===== config.mk =====
export PLATFORM = sky130hd
export DESIGN_NAME = pwr_fail_ce_gate
export DESIGN_NICKNAME = d
export VERILOG_FILES = /design/src/rtl/pfg_pkg.sv /design/src/rtl/pfg_timer.sv /design/src/rtl/pfg_seq.sv /design/src/rtl/pfg_gate.sv /design/src/rtl/pwr_fail_ce_gate.sv
export SDC_FILE = /design/constraint.sdc
export NUM_CORES = 1
export LEC_CHECK = 0
export BUFFER_PORTS_ARGS = -buffer_cell sky130_fd_sc_hd__buf_2
export CAP_MARGIN = 20
export CELL_PAD_IN_SITES_DETAIL_PLACEMENT = 0
export CELL_PAD_IN_SITES_GLOBAL_PLACEMENT = 1
export CORE_MARGIN = 2
export CORE_UTILIZATION = 40
export CTS_CLUSTER_DIAMETER = 100
export DETAILED_ROUTE_END_ITERATION = 8
export MAX_ROUTING_LAYER = met4
export PLACE_DENSITY = 0.83
export SYNTH_ARGS = -nofsm -noshare
export SYNTH_HDL_FRONTEND = slang
export SYNTH_SLANG_ARGS = --single-unit

===== constraint.sdc =====
create_clock -name clk -period 2.2 [get_ports clk]
set_clock_uncertainty 0.1 [all_clocks]
set_input_delay 0.22 -clock clk [delete_from_list [all_inputs] [get_ports clk]]
set_output_delay 0.22 -clock clk [all_outputs]
set_load 0.005 [all_outputs]

===== src/rtl/pfg_pkg.sv =====
`timescale 1ns/1ps
package pfg_pkg;

    typedef enum logic [1:0] {
        ST_RUN     = 2'd0,
        ST_DEFER   = 2'd1,
        ST_BLOCK   = 2'd2,
        ST_RECOVER = 2'd3
    } guard_state_e;

    typedef struct packed {
        logic load;
        logic sel_rec;
        logic dec;
    } tmr_cmd_t;

    function automatic int unsigned cnt_width(input int unsigned a, input int unsigned b);
        int unsigned m;
        m = (a > b) ? a : b;
        return $clog2(m + 1);
    endfunction

endpackage


===== src/rtl/pfg_timer.sv =====
`timescale 1ns/1ps
module pfg_timer
    import pfg_pkg::*;
#(
    parameter int unsigned DEFER_CYC = 375,
    parameter int unsigned REC_CYC   = 500000,
    parameter int unsigned CW        = 19
) (
    input  logic          clk,
    input  logic          rst,
    input  tmr_cmd_t      cmd,
    output logic [CW-1:0] cnt,
    output logic          zero
);
    localparam logic [CW-1:0] LD_DEFER = CW'(DEFER_CYC - 1);
    localparam logic [CW-1:0] LD_REC   = CW'(REC_CYC - 1);

    always_ff @(posedge clk) begin
        if (rst) begin
            cnt <= '0;
        end else if (cmd.load) begin
            cnt <= cmd.sel_rec ? LD_REC : LD_DEFER;
        end else if (cmd.dec) begin
            cnt <= cnt - 1'b1;
        end
    end

    assign zero = (cnt == '0);

    p_no_wrap_r5: assert property (@(posedge clk) disable iff (rst)
        (cmd.dec && !cmd.load) |-> (cnt != '0));

endmodule


===== src/rtl/pfg_seq.sv =====
`timescale 1ns/1ps
module pfg_seq
    import pfg_pkg::*;
(
    input  logic         clk,
    input  logic         rst,
    input  logic         pfail,
    input  logic         host_ce_n,
    input  logic         tmr_zero,
    output guard_state_e state,
    output tmr_cmd_t     cmd
);
    guard_state_e nxt;

    always_comb begin
        nxt = state;
        cmd = '0;
        unique case (state)
            ST_RUN: begin
                if (pfail) begin
                    if (!host_ce_n) begin
                        nxt      = ST_DEFER;
                        cmd.load = 1'b1;
                    end else begin
                        nxt = ST_BLOCK;
                    end
                end
            end
            ST_DEFER: begin
                if (host_ce_n || tmr_zero) nxt = ST_BLOCK;
                else                       cmd.dec = 1'b1;
            end
            ST_BLOCK: begin
                if (!pfail) begin
                    nxt         = ST_RECOVER;
                    cmd.load    = 1'b1;
                    cmd.sel_rec = 1'b1;
                end
            end
            ST_RECOVER: begin
                if (pfail)         nxt = ST_BLOCK;
                else if (tmr_zero) nxt = ST_RUN;
                else               cmd.dec = 1'b1;
            end
            default: nxt = ST_BLOCK;
        endcase
    end

    always_ff @(posedge clk) begin
        if (rst) state <= ST_BLOCK;
        else     state <= nxt;
    end

    p_idle_fail_r2: assert property (@(posedge clk) disable iff (rst)
        (state == ST_RUN && pfail && host_ce_n) |=> (state == ST_BLOCK));

    p_busy_fail_r3: assert property (@(posedge clk) disable iff (rst)
        (state == ST_RUN && pfail && !host_ce_n) |=> (state == ST_DEFER));

    p_reassert_r8: assert property (@(posedge clk) disable iff (rst)
        (state == ST_RECOVER && pfail) |=> (state == ST_BLOCK));

endmodule


===== src/rtl/pfg_gate.sv =====
`timescale 1ns/1ps
module pfg_gate
    import pfg_pkg::*;
(
    input  guard_state_e state,
    input  logic         host_ce_n,
    output logic         sram_ce_n,
    output logic         guard_active
);
    logic pass;

    always_comb begin
        pass         = (state == ST_RUN) || (state == ST_DEFER);
        sram_ce_n    = pass ? host_ce_n : 1'b1;
        guard_active = (state != ST_RUN);
    end

endmodule


===== src/rtl/pwr_fail_ce_gate.sv =====
`timescale 1ns/1ps
module pwr_fail_ce_gate
    import pfg_pkg::*;
#(
    parameter int unsigned DEFER_CYC = 375,
    parameter int unsigned REC_CYC   = 500000
) (
    input  logic clk,
    input  logic rst,
    input  logic pfail,
    input  logic host_ce_n,
    output logic sram_ce_n,
    output logic guard_active
);
    localparam int unsigned CW = cnt_width(DEFER_CYC, REC_CYC);

    guard_state_e  st;
    tmr_cmd_t      cmd;
    logic [CW-1:0] tmr_cnt;
    logic          tmr_zero;

    pfg_seq u_seq (
        .clk       (clk),
        .rst       (rst),
        .pfail     (pfail),
        .host_ce_n (host_ce_n),
        .tmr_zero  (tmr_zero),
        .state     (st),
        .cmd       (cmd)
    );

    pfg_timer #(
        .DEFER_CYC (DEFER_CYC),
        .REC_CYC   (REC_CYC),
        .CW        (CW)
    ) u_tmr (
        .clk  (clk),
        .rst  (rst),
        .cmd  (cmd),
        .cnt  (tmr_cnt),
        .zero (tmr_zero)
    );

    pfg_gate u_gate (
        .state        (st),
        .host_ce_n    (host_ce_n),
        .sram_ce_n    (sram_ce_n),
        .guard_active (guard_active)
    );

    p_follow_r1: assert property (@(posedge clk) disable iff (rst)
        !guard_active |-> (sram_ce_n == host_ce_n));

    p_sticky_r4: assert property (@(posedge clk) disable iff (rst)
        (guard_active && host_ce_n) |=> (sram_ce_n || !guard_active));

    p_defer_bound_r5: assert property (@(posedge clk) disable iff (rst)
        (st == ST_DEFER) |-> (tmr_cnt < CW'(DEFER_CYC)));

    p_recover_load_r6: assert property (@(posedge clk) disable iff (rst)
        (st == ST_BLOCK && !pfail) |=> (st == ST_RECOVER && tmr_cnt == CW'(REC_CYC - 1)));

endmodule


* Yosys cells after proc, flatten, opt, wreduce, memory -nomap -nowiden
Cells that the tools add are included.
Word-level totals: register bits after elaboration 21, bits of input ports 4, output and inout bits 2, word-level logic and storage cells 37
Cells by class: $add $sub $neg 1, equal/unequal tests 7, multiplexer cells 20, reduce and logical (&&, ||, !) cells 7
Operators by type and width (number):
- two-way mux 19 bit | 3
- logical NOT 19 bit | 1
- subtractor 19 x 1 -> 19 bit (second input constant) | 1
- two-way mux 2 bit | 7
- case mux 2 bit (4 select lines) | 1
- two-way mux 1 bit | 7
- != test 2 bit (second input constant) | 3
- == test 2 bit (second input constant) | 2
- case mux 1 bit (2 select lines) | 2
- AND reduction 4 bit | 1
- nonzero test 2 bit | 2
- != test 3 x 2 -> 1 bit (second input constant) | 1
- == test 2 x 1 -> 1 bit (second input constant) | 1
- logical NOT 2 bit | 1
- logical OR 1 bit | 2

* Longest topological paths before layout
Gate-level depths: netlist of the first run.
word-level depth 6, mapped depth 8, gate-level depth less buffers 7

* Modules after synthesis
Synthesis of the first run repeated with hierarchy kept, for this count alone.
Second synthesis, totals: cells, all modules 127, area, all modules 1128.6 sq um
By module, submodules not included:
- pfg_timer | instances 1, cells an instance 108, area an instance 963.4 sq um, seq. area each 380.4 sq um
- pfg_seq | instances 1, cells an instance 17, area an instance 152.6 sq um, seq. area each 40.0 sq um
- pfg_gate | instances 1, cells an instance 2, area an instance 12.5 sq um, seq. area each 0.0 sq um

* Worst setup path after synthesis of the first run
Ideal clock, no wire load.
path kind flip-flop to flip-flop, from register u_tmr.cnt[9], to register u_tmr.cnt[17], library setup time 0.119 ns, arrival 1.901 ns, data required time 1.981 ns, slack 0.080 ns, cell stages (with the launch flop) 6, path buffers 0, period minus slack after synthesis 2.120 ns, path through dfxtp_1 or4_4 or4b_4 nor4_4 xnor2_1 o21ai_1
Between the ends: word-level cells in the longest chain between the ends 5, elaborated cells on any way between the ends 10, classes of those cells add/sub: 1; mux: 6; reduce/logical: 3
RTL lines:
- start: declaration | RTL line pfg_timer.sv:12 | output logic [CW-1:0] cnt,
- start signal: assignment | RTL line pfg_timer.sv:22 | cnt <= cmd.sel_rec ? LD_REC : LD_DEFER;
- start signal: assignment | RTL line pfg_timer.sv:24 | cnt <= cnt - 1'b1;
- parallel branches: the longest is 5 deep, another holds subtractor 19 x 1 -> 19 bit
Parallel ways; which one is timed is not known. The select of a mux whose other input is x is not followed. A chain may end at the register's enable or synchronous reset.

* Final worst setup path of the first run
from register u_tmr.cnt[9], to register u_tmr.cnt[16]
The elaborated chain is that of the path after synthesis.

==> reports/summary.log, run 1 <==
INFO  critical_path  crit_path_start_kind=register
INFO  synthesis      portion_of_the_post_synthesis_area_used_by_sequential_elements=33.5%
INFO  timing         finalMaxSlewViolations=0
INFO  layout         fillCellCount=294
INFO  drt            first_iter_violations=75
INFO  drt            wl_per_cell=15.7um
INFO  layout         area_delta_synth_final=16.8%
INFO  synthesis      netlist_top_cells_count=dfxtp_1 (21), a21oi_1 (17), nor2_1 (12)
INFO  hold_path      hp-start=rst
INFO  synthesis      synth.most_common_cell=dfxtp_1
INFO  die            die_area=3600um2
INFO  timing         max_freq=471MHz
INFO  synthesis      fraction_of_synthesis_flops_using_an_asynchronous_set_or_reset_pin=0%
INFO  timing         timing.slew.headroom=67.3%
INFO  clock_network  insertion_delay=0.31ns
INFO  pwr            vdd_ir_drop_max=0.248mV
INFO  timing         timing.setup.tns=0ns
INFO  run            max_cap_violations=0
INFO  place          dp_hpwl=2.41mm
INFO  timing         fin_crit_sh=96.5%
INFO  grt            overflow=0
INFO  grt            grt_first_pass_wirelength=5.60mm
INFO  place          buffer_ports.inserted=5
INFO  die            placementRows=20
INFO  critical_path  cp.arrival=2.24ns
INFO  pwr            powerDensity=616nW/um2
INFO  die            die_width=60.0um
INFO  critical_path  worstReg2RegStart=u_tmr.cnt[9]$_SDFFE_PP0P_
INFO  timing         timing.final.setup_violations=0
INFO  timing         minimum_period_implied_by_the_final_worst_setup_slack=2.12ns
INFO  hold_path      min-delay-path-class=in2reg
INFO  timing         hold-worst-slack=0.151ns
INFO  clock_network  cts_tree=done
INFO  clock_network  cts_htree_levels=1
INFO  die            floorplan.io_pins=6
INFO  critical_path  setup.worst_path.end_class=register
INFO  synthesis      synth-warning-count=0
INFO  grt            grt_pass1_vias=1,182
INFO  timing         grt_setup_unrepaired=true
INFO  status         run_status=completed
INFO  synthesis      netlist.top_cell.by_area=dfxtp_1
INFO  clock_network  cts.path.max_buffers=2
INFO  synthesis      synth-edff-count=0
INFO  synthesis      dominantRegCellSynth=dfxtp_1
INFO  layout         antenna-diode-count=0
INFO  grt            track_usage=21.3%
INFO  clock_network  cts-buffers-inserted=3
INFO  clock_network  clock_tree.root_cell=clkbuf_4
INFO  drt            drcViolationCount=0
INFO  critical_path  worst-setup-path-type=reg2reg
INFO  die            placeableCoreArea=3030um2
INFO  pwr            leakage=0.508nW
INFO  die            die_height=60.0um
INFO  synthesis      synthTopCellsByArea=dfxtp_1 (33%), a21oi_1 (6.8%), a211oi_1 (4.2%)
INFO  synthesis      postSynthCellCount=145
INFO  clock_network  post-cts-setup-buffers=0
INFO  place          place.gp.congestion=0.936
INFO  synthesis      synth_top_cell_area_share=33.5%
INFO  grt            initial_antenna_violation_count=0
INFO  clock_network  clk_slew_on_worst_s_h_paths=0.12ns
INFO  drt            route.vias.total=1,217
INFO  clock_network  cts-hold-fix-buffers=0
INFO  synthesis      synthDistinctLibCells=47
INFO  drt            post_drt_via_cell_ratio=5.94
INFO  timing         worstMarginPinSlew=0.487ns
INFO  clock_network  clock_sinks=21
INFO  layout         final_net_count=167
INFO  synthesis      avgSynthCellArea=8.65um2
INFO  critical_path  timing.critical_path.fanout_max=6
INFO  critical_path  worst_ep_required_time=2.32ns
INFO  timing         finalHoldViolations=0
INFO  synthesis      postSynthNetCount=150
INFO  drt            firstDrtPassIters=4
INFO  synthesis      mappedNetlistArea=1250um2
INFO  synthesis      yosys_register_bits=21
INFO  drt            drt.antenna.violating_nets=0
INFO  die            start_util=41.4%
INFO  grt            grt_start_max_net_pins=16
INFO  drt            routed_wl=3.22mm
INFO  layout         layout-drive-gt1-share=23.6%
INFO  critical_path  worst_setup_path_startpoint=u_tmr.cnt[9]$_SDFFE_PP0P_
[power by group]
group	leakage, nW	internal (mW)	switching [mW]
sequential	0.174	0.408	0.0279
clock	0.0150	0.0710	0.121
combinational	0.319	0.121	0.154
[sequential cells by signal, summed over array words and instances (netlist names)]
name	flops
u_seq.state	2
u_tmr.cnt	19
[stage by stage]
stage                     utilization, %  worst slack [ns]  total power, mW  cell area (um2)  instances
after floorplan                        -            0.0798            0.617             1250        145
after global placement              46.7            0.0735            0.696             1410        201
after detailed placement            46.7           0.00155            0.704             1410        201
after CTS                           47.6           0.00884            0.896             1440        205
after global routing                48.4           -0.0203            0.964             1470        205
final                               48.4            0.0772            0.903             1470        205
[path summary, 6_finish.rpt]
| check | depth (start not counted) | to | slack (ns) |
|---|---|---|---|
| setup / recovery | 5 | u_tmr.cnt[16]$_SDFFE_PP0P_ | 0.08 |
| hold / removal | 2 | u_seq.state[0]$_SDFFE_PP0P_ | 0.15 |
| setup reg to reg | 5 | u_tmr.cnt[16]$_SDFFE_PP0P_ | 0.08 |
| hold reg to reg | 2 | u_tmr.cnt[11]$_SDFFE_PP0P_ | 0.41 |
[per-layer routing]
metal  up-vias  track usage (%)  share of wire, %
li1        590                -                 -
met1       577             27.5                45
met2        39             31.7                47
met3        11             4.11               5.7
met4         0             10.5               2.9
met5         -                -                 0
[cell usage in the layout (no fill, tap or decap), drive strengths merged, types with 3 or more instances in the layout]
cell type  instances
a21oi             17
or4                4
nor4b              3
o21ai              7
dfxtp             21
clkbuf             4
or3                6
buf               19
nor3               6
nand2              5
xnor2              6
a211oi             7
nor2              12
or4b               3
inv                4
[final cells by class]
type                            count  area (um2)  area share, %
Multi-Input combinational cell    113         817           55.8
Sequential cell                    21         422           28.8
Timing Repair Buffer               19         130           8.88
Tap cell                           44        55.1           3.76
Clock buffer                        4        26.3           1.79
Inverter                            4        15.0           1.02
[logic make-up after synthesis]
family	Yosys count	share of synthesized area [%]
buffers and inverters	11	3.89
flip-flops	21	33.5
XOR/XNOR	6	4.19
multiplexers	1	0.798
AND/OR/NAND/NOR	58	30.9
adder cells (fa/ha/maj)	1	0.997
AO/OA/AOI/OAI	47	25.7
[critical path, stage by stage, from the launching register on]
cell and delay, ns:
dfxtp_2 0.34, or4_4 0.58, or4_4 0.52, a2111oi_4 0.26
xnor2_1 0.16, o21ai_1 0.07
[timing repair]
action	CTS	global route
endpoints found under the setup margin	1	13
pin swaps	0	1
resized for setup	1	6
Power figures use the tool's default switching activity.
==> inputs of run 2 (changes only) <==
Settings changed: CELL_PAD_IN_SITES_DETAIL_PLACEMENT 0 to unset, CELL_PAD_IN_SITES_GLOBAL_PLACEMENT 1 to unset, CORE_MARGIN 2 to unset, CORE_UTILIZATION 40 to 53, PLACE_DENSITY 0.83 to 0.84.
==> run 2 against run 1 <==
  * Total power shrank 1.1%
  * Clock power about the same
  * Combinational power fell by 6%
  * Final cell count shrank 8.8%
  * Flip-flop and latch count stayed put
  * Maximum frequency decreased by 1.9%
  * Final area is 2.5% lower
  * Register-to-register slack got worse by 0.04 ns
  * Critical endpoint is now u_tmr.cnt[18]$_SDFFE_PP0P_
  * Largest power group unchanged
==> reports/summary.log, run 2 (synthesis results as in run 1) <==
INFO  status         run_status=completed
INFO  pwr            leakage=0.496nW
INFO  place          placed_area=1380um2
INFO  critical_path  worst_ep_required_time=2.31ns
INFO  clock_network  clock_sinks=21
INFO  critical_path  critical_path.reg2reg.endpoint=u_tmr.cnt[18]$_SDFFE_PP0P_
INFO  timing         max_freq=462MHz
INFO  layout         final_cell_area=1430um2
INFO  grt            track_usage=28.7%
INFO  hold_path      worstHoldPathCells=2
INFO  die            floorplan.io_pins=6
INFO  layout         largest_reg_flops=19
INFO  pwr            vdd_ir_drop_max=0.440mV
INFO  critical_path  worstReg2RegStart=u_tmr.cnt[9]$_SDFFE_PP0P_
INFO  critical_path  cp.arrival=2.27ns
INFO  grt            overflow=0
INFO  critical_path  cp_cell_sequence=or4_4, or4b_4, o311ai_0, a21oi_1
INFO  run            max_cap_violations=0
INFO  layout         fillCellCount=184
INFO  critical_path  rr_worst_depth=4
INFO  layout         layout-drive-gt1-share=25.2%
INFO  die            die_height=50.7um
INFO  layout         antenna-diode-count=0
INFO  critical_path  r2r_setup_slack=0.04ns
INFO  pwr            p_total=0.893mW
INFO  place          place.gp.congestion=0.915
INFO  clock_network  cts_htree_levels=1
INFO  timing         minimum_period_implied_by_the_final_worst_setup_slack=2.16ns
INFO  clock_network  cts.path.max_buffers=2
INFO  timing         worstMarginPinSlew=0.463ns
INFO  clock_network  cts_tree=done
INFO  drt            wl_per_cell=17.5um
INFO  clock_network  insertion_delay=0.31ns
INFO  timing         fin_crit_sh=98.4%
INFO  critical_path  worst_path_largest_cell_delay=0.58ns
INFO  timing         timing.slew.headroom=69.0%
INFO  timing         grt_setup_unrepaired=true
INFO  timing         finalMaxSlewViolations=0
INFO  place          dp_hpwl=2.36mm
INFO  critical_path  worst-setup-path-type=reg2reg
INFO  grt            grt_pass1_vias=1,199
INFO  drt            routed_wl=3.27mm
INFO  drt            post_drt_via_cell_ratio=6.66
INFO  critical_path  setup.worst_path.end_class=register
INFO  layout         largest_register=u_tmr.cnt
INFO  timing         finalHoldViolations=0
INFO  hold_path      min-delay-path-class=in2reg
INFO  layout         final_net_count=165
INFO  pwr            powerDensity=625nW/um2
INFO  drt            first_iter_violations=58
INFO  layout         area_delta_synth_final=13.9%
INFO  critical_path  crit_slowest_cell=or4_4
INFO  layout         most_common_cell_after_layout_fill_and_taps_aside=dfxtp_1
INFO  clock_network  post-cts-setup-buffers=0
INFO  die            die_width=50.7um
INFO  grt            grt_first_pass_wirelength=5.37mm
INFO  drt            firstDrtPassIters=4
INFO  die            placeableCoreArea=2210um2
INFO  layout         commonest_cells_after_routing_fill_and_taps_aside=dfxtp_1 (17), a21oi_1 (15), nor2_1 (12), buf_4 (12), a211oi_1 (7)
INFO  critical_path  timing.critical_path.fanout_max=6
INFO  drt            drcViolationCount=0
INFO  clock_network  cts-hold-fix-buffers=0
INFO  clock_network  clk_slew_on_worst_s_h_paths=0.13ns
INFO  drt            drt.antenna.violating_nets=0
INFO  timing         timing.final.setup_violations=0
INFO  grt            grt_start_max_net_pins=16
INFO  die            die_area=2570um2
INFO  critical_path  crit_path_start_kind=register
INFO  layout         reg_top3=u_tmr.cnt x19, u_seq.state x2
INFO  die            placementRows=17
INFO  drt            route.vias.total=1,246
INFO  die            start_util=56.7%
INFO  place          buffer_ports.inserted=5
INFO  grt            initial_antenna_violation_count=0
INFO  clock_network  clock_tree.root_cell=clkbuf_4
INFO  clock_network  cts-buffers-inserted=3
INFO  hold_path      hp-start=rst
INFO  hold_path      whs_endpoint=u_seq.state[0]$_SDFFE_PP0P_
run 2: worst max path at each step:
stage                                         start                          to  slack [ns]  cells past startpoint
final                     u_tmr.cnt[9]$_SDFFE_PP0P_  u_tmr.cnt[18]$_SDFFE_PP0P_        0.04                      4
after global placement    u_tmr.cnt[7]$_SDFFE_PP0P_  u_tmr.cnt[13]$_SDFFE_PP0P_        0.09                      6
after CTS                 u_tmr.cnt[7]$_SDFFE_PP0P_  u_tmr.cnt[17]$_SDFFE_PP0P_       0.002                      5
after detailed placement  u_tmr.cnt[7]$_SDFFE_PP0P_   u_tmr.cnt[4]$_SDFFE_PP0P_        0.02                      6
after global routing      u_tmr.cnt[9]$_SDFFE_PP0P_  u_tmr.cnt[13]$_SDFFE_PP0P_       -0.02                      7
after floorplan           u_tmr.cnt[9]$_SDFFE_PP0P_  u_tmr.cnt[17]$_SDFFE_PP0P_        0.08                      5
run 2: layout make-up:
cell class	count	area (um2)	share of cell area [%]
Clock buffer	4	26.3	1.84
Inverter	4	15.0	1.05
Multi-Input combinational cell	113	812	56.8
Sequential cell	21	425	29.8
Tap cell	28	35.0	2.45
Timing Repair Buffer	17	115	8.06
run 2: power breakdown:
part	switching, mW	internal, mW
Sequential	0.0314	0.409
Clock	0.122	0.0708
Combinational	0.149	0.111
Total	0.303	0.591
run 2: stage by stage:
stage	hold slack (ns)	setup TNS [ns]	setup WS, ns	utilization, %	cells
6_report	0.150	0	0.0357	64.6	187
5_1_grt	0.166	-0.0555	-0.0206	64.6	187
4_1_cts	0.148	0	0.00173	63.6	187
3_5_place_dp	0.389	0	0.0181	62.3	183
3_3_place_gp	0.377	0	0.0853	62.3	183
2_1_floorplan	0.343	0	0.0798	-	145
run 2: metal layers:
metal / up-vias / share of wire, % / GRT usage [%]
li1: 585 / - / -
met1: 599 / 44 / 36.7
met2: 51 / 48 / 43.1
met3: 11 / 5.9 / 4.85
met4: 0 / 2.4 / 14.8
met5: - / 0 / -
run 2: repair_timing:
action | 4_1_cts | 5_1_grt
cloned | 0 | 0
pin swaps | 0 | 2
resized for setup | 1 | 7
endpoints found under the setup margin | 2 | 12
run 2: worst max-delay path, delay by kind of cell (launching register included):
kind               cells  cell delay [ns]
and+or+nand+nor        2             1.14
AOI/OAI and AO/OA      2             0.50
DFF                    1             0.33
==> inputs of run 3 (changes only) <==
Settings changed: MAX_ROUTING_LAYER met4 to unset, SETUP_SLACK_MARGIN set to 0.05.
==> run 3 against run 2 <==
  * Core utilization up 3.2 points
  * Die area unchanged
  * Routed wire length up 3.7%
  * Combinational power up 15%
  * Via count up 1.8%
  * Final cell count up 1.6%
  * Critical path type unchanged
  * Critical endpoint is now u_tmr.cnt[15]$_SDFFE_PP0P_
==> reports/summary.log, run 3 (synthesis results as in run 1) <==
INFO  status         run_status=completed
INFO  die            die_area=2570um2
INFO  critical_path  critical_path.most_common_cell=or4_4
INFO  clock_network  clock_sinks=21
INFO  timing         max_freq=469MHz
INFO  die            floorplan.io_pins=6
INFO  timing         timing.final.setup_violations=0
INFO  critical_path  r2r_setup_slack=0.07ns
INFO  layout         largest_register=u_tmr.cnt
INFO  grt            grt_first_pass_wirelength=5.31mm
INFO  die            placeableCoreArea=2210um2
INFO  run            max_cap_violations=0
INFO  critical_path  crit_path_start_kind=register
INFO  critical_path  worstReg2RegStart=u_tmr.cnt[9]$_SDFFE_PP0P_
INFO  layout         multiInputGateArea=856um2
INFO  critical_path  worst-setup-path-type=reg2reg
INFO  timing         setup_ws_post_layout=0.0657ns
INFO  clock_network  cts-hold-fix-buffers=0
INFO  layout         commonest_cells_after_routing_fill_and_taps_aside=dfxtp_1 (18), a21oi_1 (16), nor2_1 (12), buf_4 (12)
INFO  timing         minimum_period_implied_by_the_final_worst_setup_slack=2.13ns
INFO  drt            routed_wl=3.39mm
INFO  die            die_height=50.7um
INFO  die            start_util=56.7%
INFO  layout         final_cell_area=1500um2
INFO  pwr            leakage=0.528nW
INFO  drt            route.vias.total=1,268
INFO  die            die_width=50.7um
INFO  critical_path  setup.worst_path.end_class=register
INFO  pwr            vdd_ir_drop_max=0.478mV
INFO  drt            first_iter_violations=107
INFO  grt            grt_pass1_vias=1,151
INFO  place          place.gp.congestion=0.888
INFO  grt            track_usage=27.5%
INFO  layout         layout-drive-gt1-share=27.8%
INFO  clock_network  cts_tree=done
INFO  critical_path  cp_cell_sequence=or4_4, or4_4, o41a_1, a21oi_1
INFO  layout         area_delta_synth_final=19.4%
INFO  critical_path  worst_ep_required_time=2.34ns
INFO  timing         fin_crit_sh=97.0%
INFO  place          dp_hpwl=2.27mm
INFO  layout         final_net_count=168
INFO  timing         grt_setup_unrepaired=true
INFO  layout         area.sequential=424um2
INFO  critical_path  crit_slowest_cell=or4_4
INFO  layout         fillCellCount=174
INFO  drt            firstDrtPassIters=5
INFO  timing         worstMarginPinSlew=0.540ns
INFO  clock_network  clock_tree.root_cell=clkbuf_4
INFO  drt            drt.antenna.violating_nets=0
INFO  hold_path      min-delay-path-class=in2reg
INFO  layout         most_common_cell_after_layout_fill_and_taps_aside=dfxtp_1
INFO  grt            initial_antenna_violation_count=0
INFO  timing         timing.setup.tns=0ns
INFO  critical_path  timing.critical_path.to=u_tmr.cnt[15]$_SDFFE_PP0P_
INFO  critical_path  worst_setup_path_startpoint=u_tmr.cnt[9]$_SDFFE_PP0P_
INFO  layout         reg_top3=u_tmr.cnt x19, u_seq.state x2
INFO  grt            overflow=0
INFO  critical_path  cp.arrival=2.27ns
INFO  grt            grt_start_max_net_pins=16
INFO  clock_network  cts.path.max_buffers=2
INFO  critical_path  critical_path.reg2reg.endpoint=u_tmr.cnt[15]$_SDFFE_PP0P_
INFO  timing         finalHoldViolations=0
INFO  pwr            powerDensity=624nW/um2
INFO  die            placementRows=17
INFO  place          buffer_ports.inserted=5
INFO  layout         largest_reg_flops=19
INFO  hold_path      hp-start=rst
INFO  clock_network  insertion_delay=0.30ns
INFO  critical_path  rr_worst_depth=4
INFO  critical_path  worst_path_largest_cell_delay=0.58ns
INFO  clock_network  clk_slew_on_worst_s_h_paths=0.13ns
INFO  place          dpl_ws=0.0168ns
INFO  layout         antenna-diode-count=0
INFO  critical_path  timing.critical_path.fanout_max=5
INFO  drt            wl_per_cell=17.9um
INFO  drt            drcViolationCount=0
INFO  clock_network  cts-buffers-inserted=3
INFO  drt            post_drt_via_cell_ratio=6.67
INFO  layout         layout.core_utilization=67.8%
INFO  timing         timing.slew.headroom=63.8%
INFO  timing         finalMaxSlewViolations=0
INFO  place          placed_area=1370um2
INFO  clock_network  cts_htree_levels=1
[run 3: cell count changes in the layout (fill, tap and decap cells not counted), sizes merged]
cell	delta
buf	+3
[run 3: area by class of cell]
| cell class | instances | area share, % |
|---|---|---|
| clock buffers | 4 | 1.75 |
| inverters | 4 | 1.00 |
| multi-input cells | 113 | 57.1 |
| flip-flops and latches | 21 | 28.3 |
| well taps | 28 | 2.34 |
| repair buffers | 20 | 9.52 |
[run 3: routing by layer]
layer | share of wire (%) | track usage [%] | up-vias
met4 | 2.4 | 9.72 | 0
met5 | 0 | 0 | -
met1 | 41 | 36.6 | 596
li1 | - | - | 596
met2 | 49 | 44.7 | 64
met3 | 7.8 | 3.94 | 12
[run 3: what timing repair did]
item                                    CTS  global route
cloned                                    0             1
endpoints found under the setup margin    5            14
setup buffers                             1             2
pin swaps                                 3             8
gates resized for setup                   4            15
[run 3: worst min-delay path by stage]
stage | endpoint | slack [ns] | cells after the start
floorplan | u_tmr.cnt[17]$_SDFFE_PP0P_ | 0.34 | 2
global placement | u_tmr.cnt[14]$_SDFFE_PP0P_ | 0.38 | 2
detailed placement | u_tmr.cnt[14]$_SDFFE_PP0P_ | 0.39 | 2
CTS | u_seq.state[0]$_SDFFE_PP0P_ | 0.15 | 2
global route | u_seq.state[0]$_SDFFE_PP0P_ | 0.17 | 2
finish | u_seq.state[0]$_SDFFE_PP0P_ | 0.16 | 2
[run 3: per-stage QoR]
step / power (mW) / cells / hold slack, ns
final: 0.935 / 190 / 0.162
after global routing: 0.981 / 190 / 0.165
after CTS: 0.890 / 187 / 0.153
after detailed placement: 0.690 / 182 / 0.391
after global placement: 0.680 / 182 / 0.376
after floorplan: 0.617 / 145 / 0.343
[run 3: worst max-delay path: cells and delay by family, from the launching register on]
kind | cells | cell delay (ns)
AND/OR/NAND/NOR | 2 | 1.11
flip-flops | 1 | 0.34
AO/OA/AOI/OAI | 2 | 0.52
[run 3: power breakdown]
part / switching [mW] / internal [mW]
clock: 0.122 / 0.0706
combinational: 0.166 / 0.134
sequential: 0.0337 / 0.409
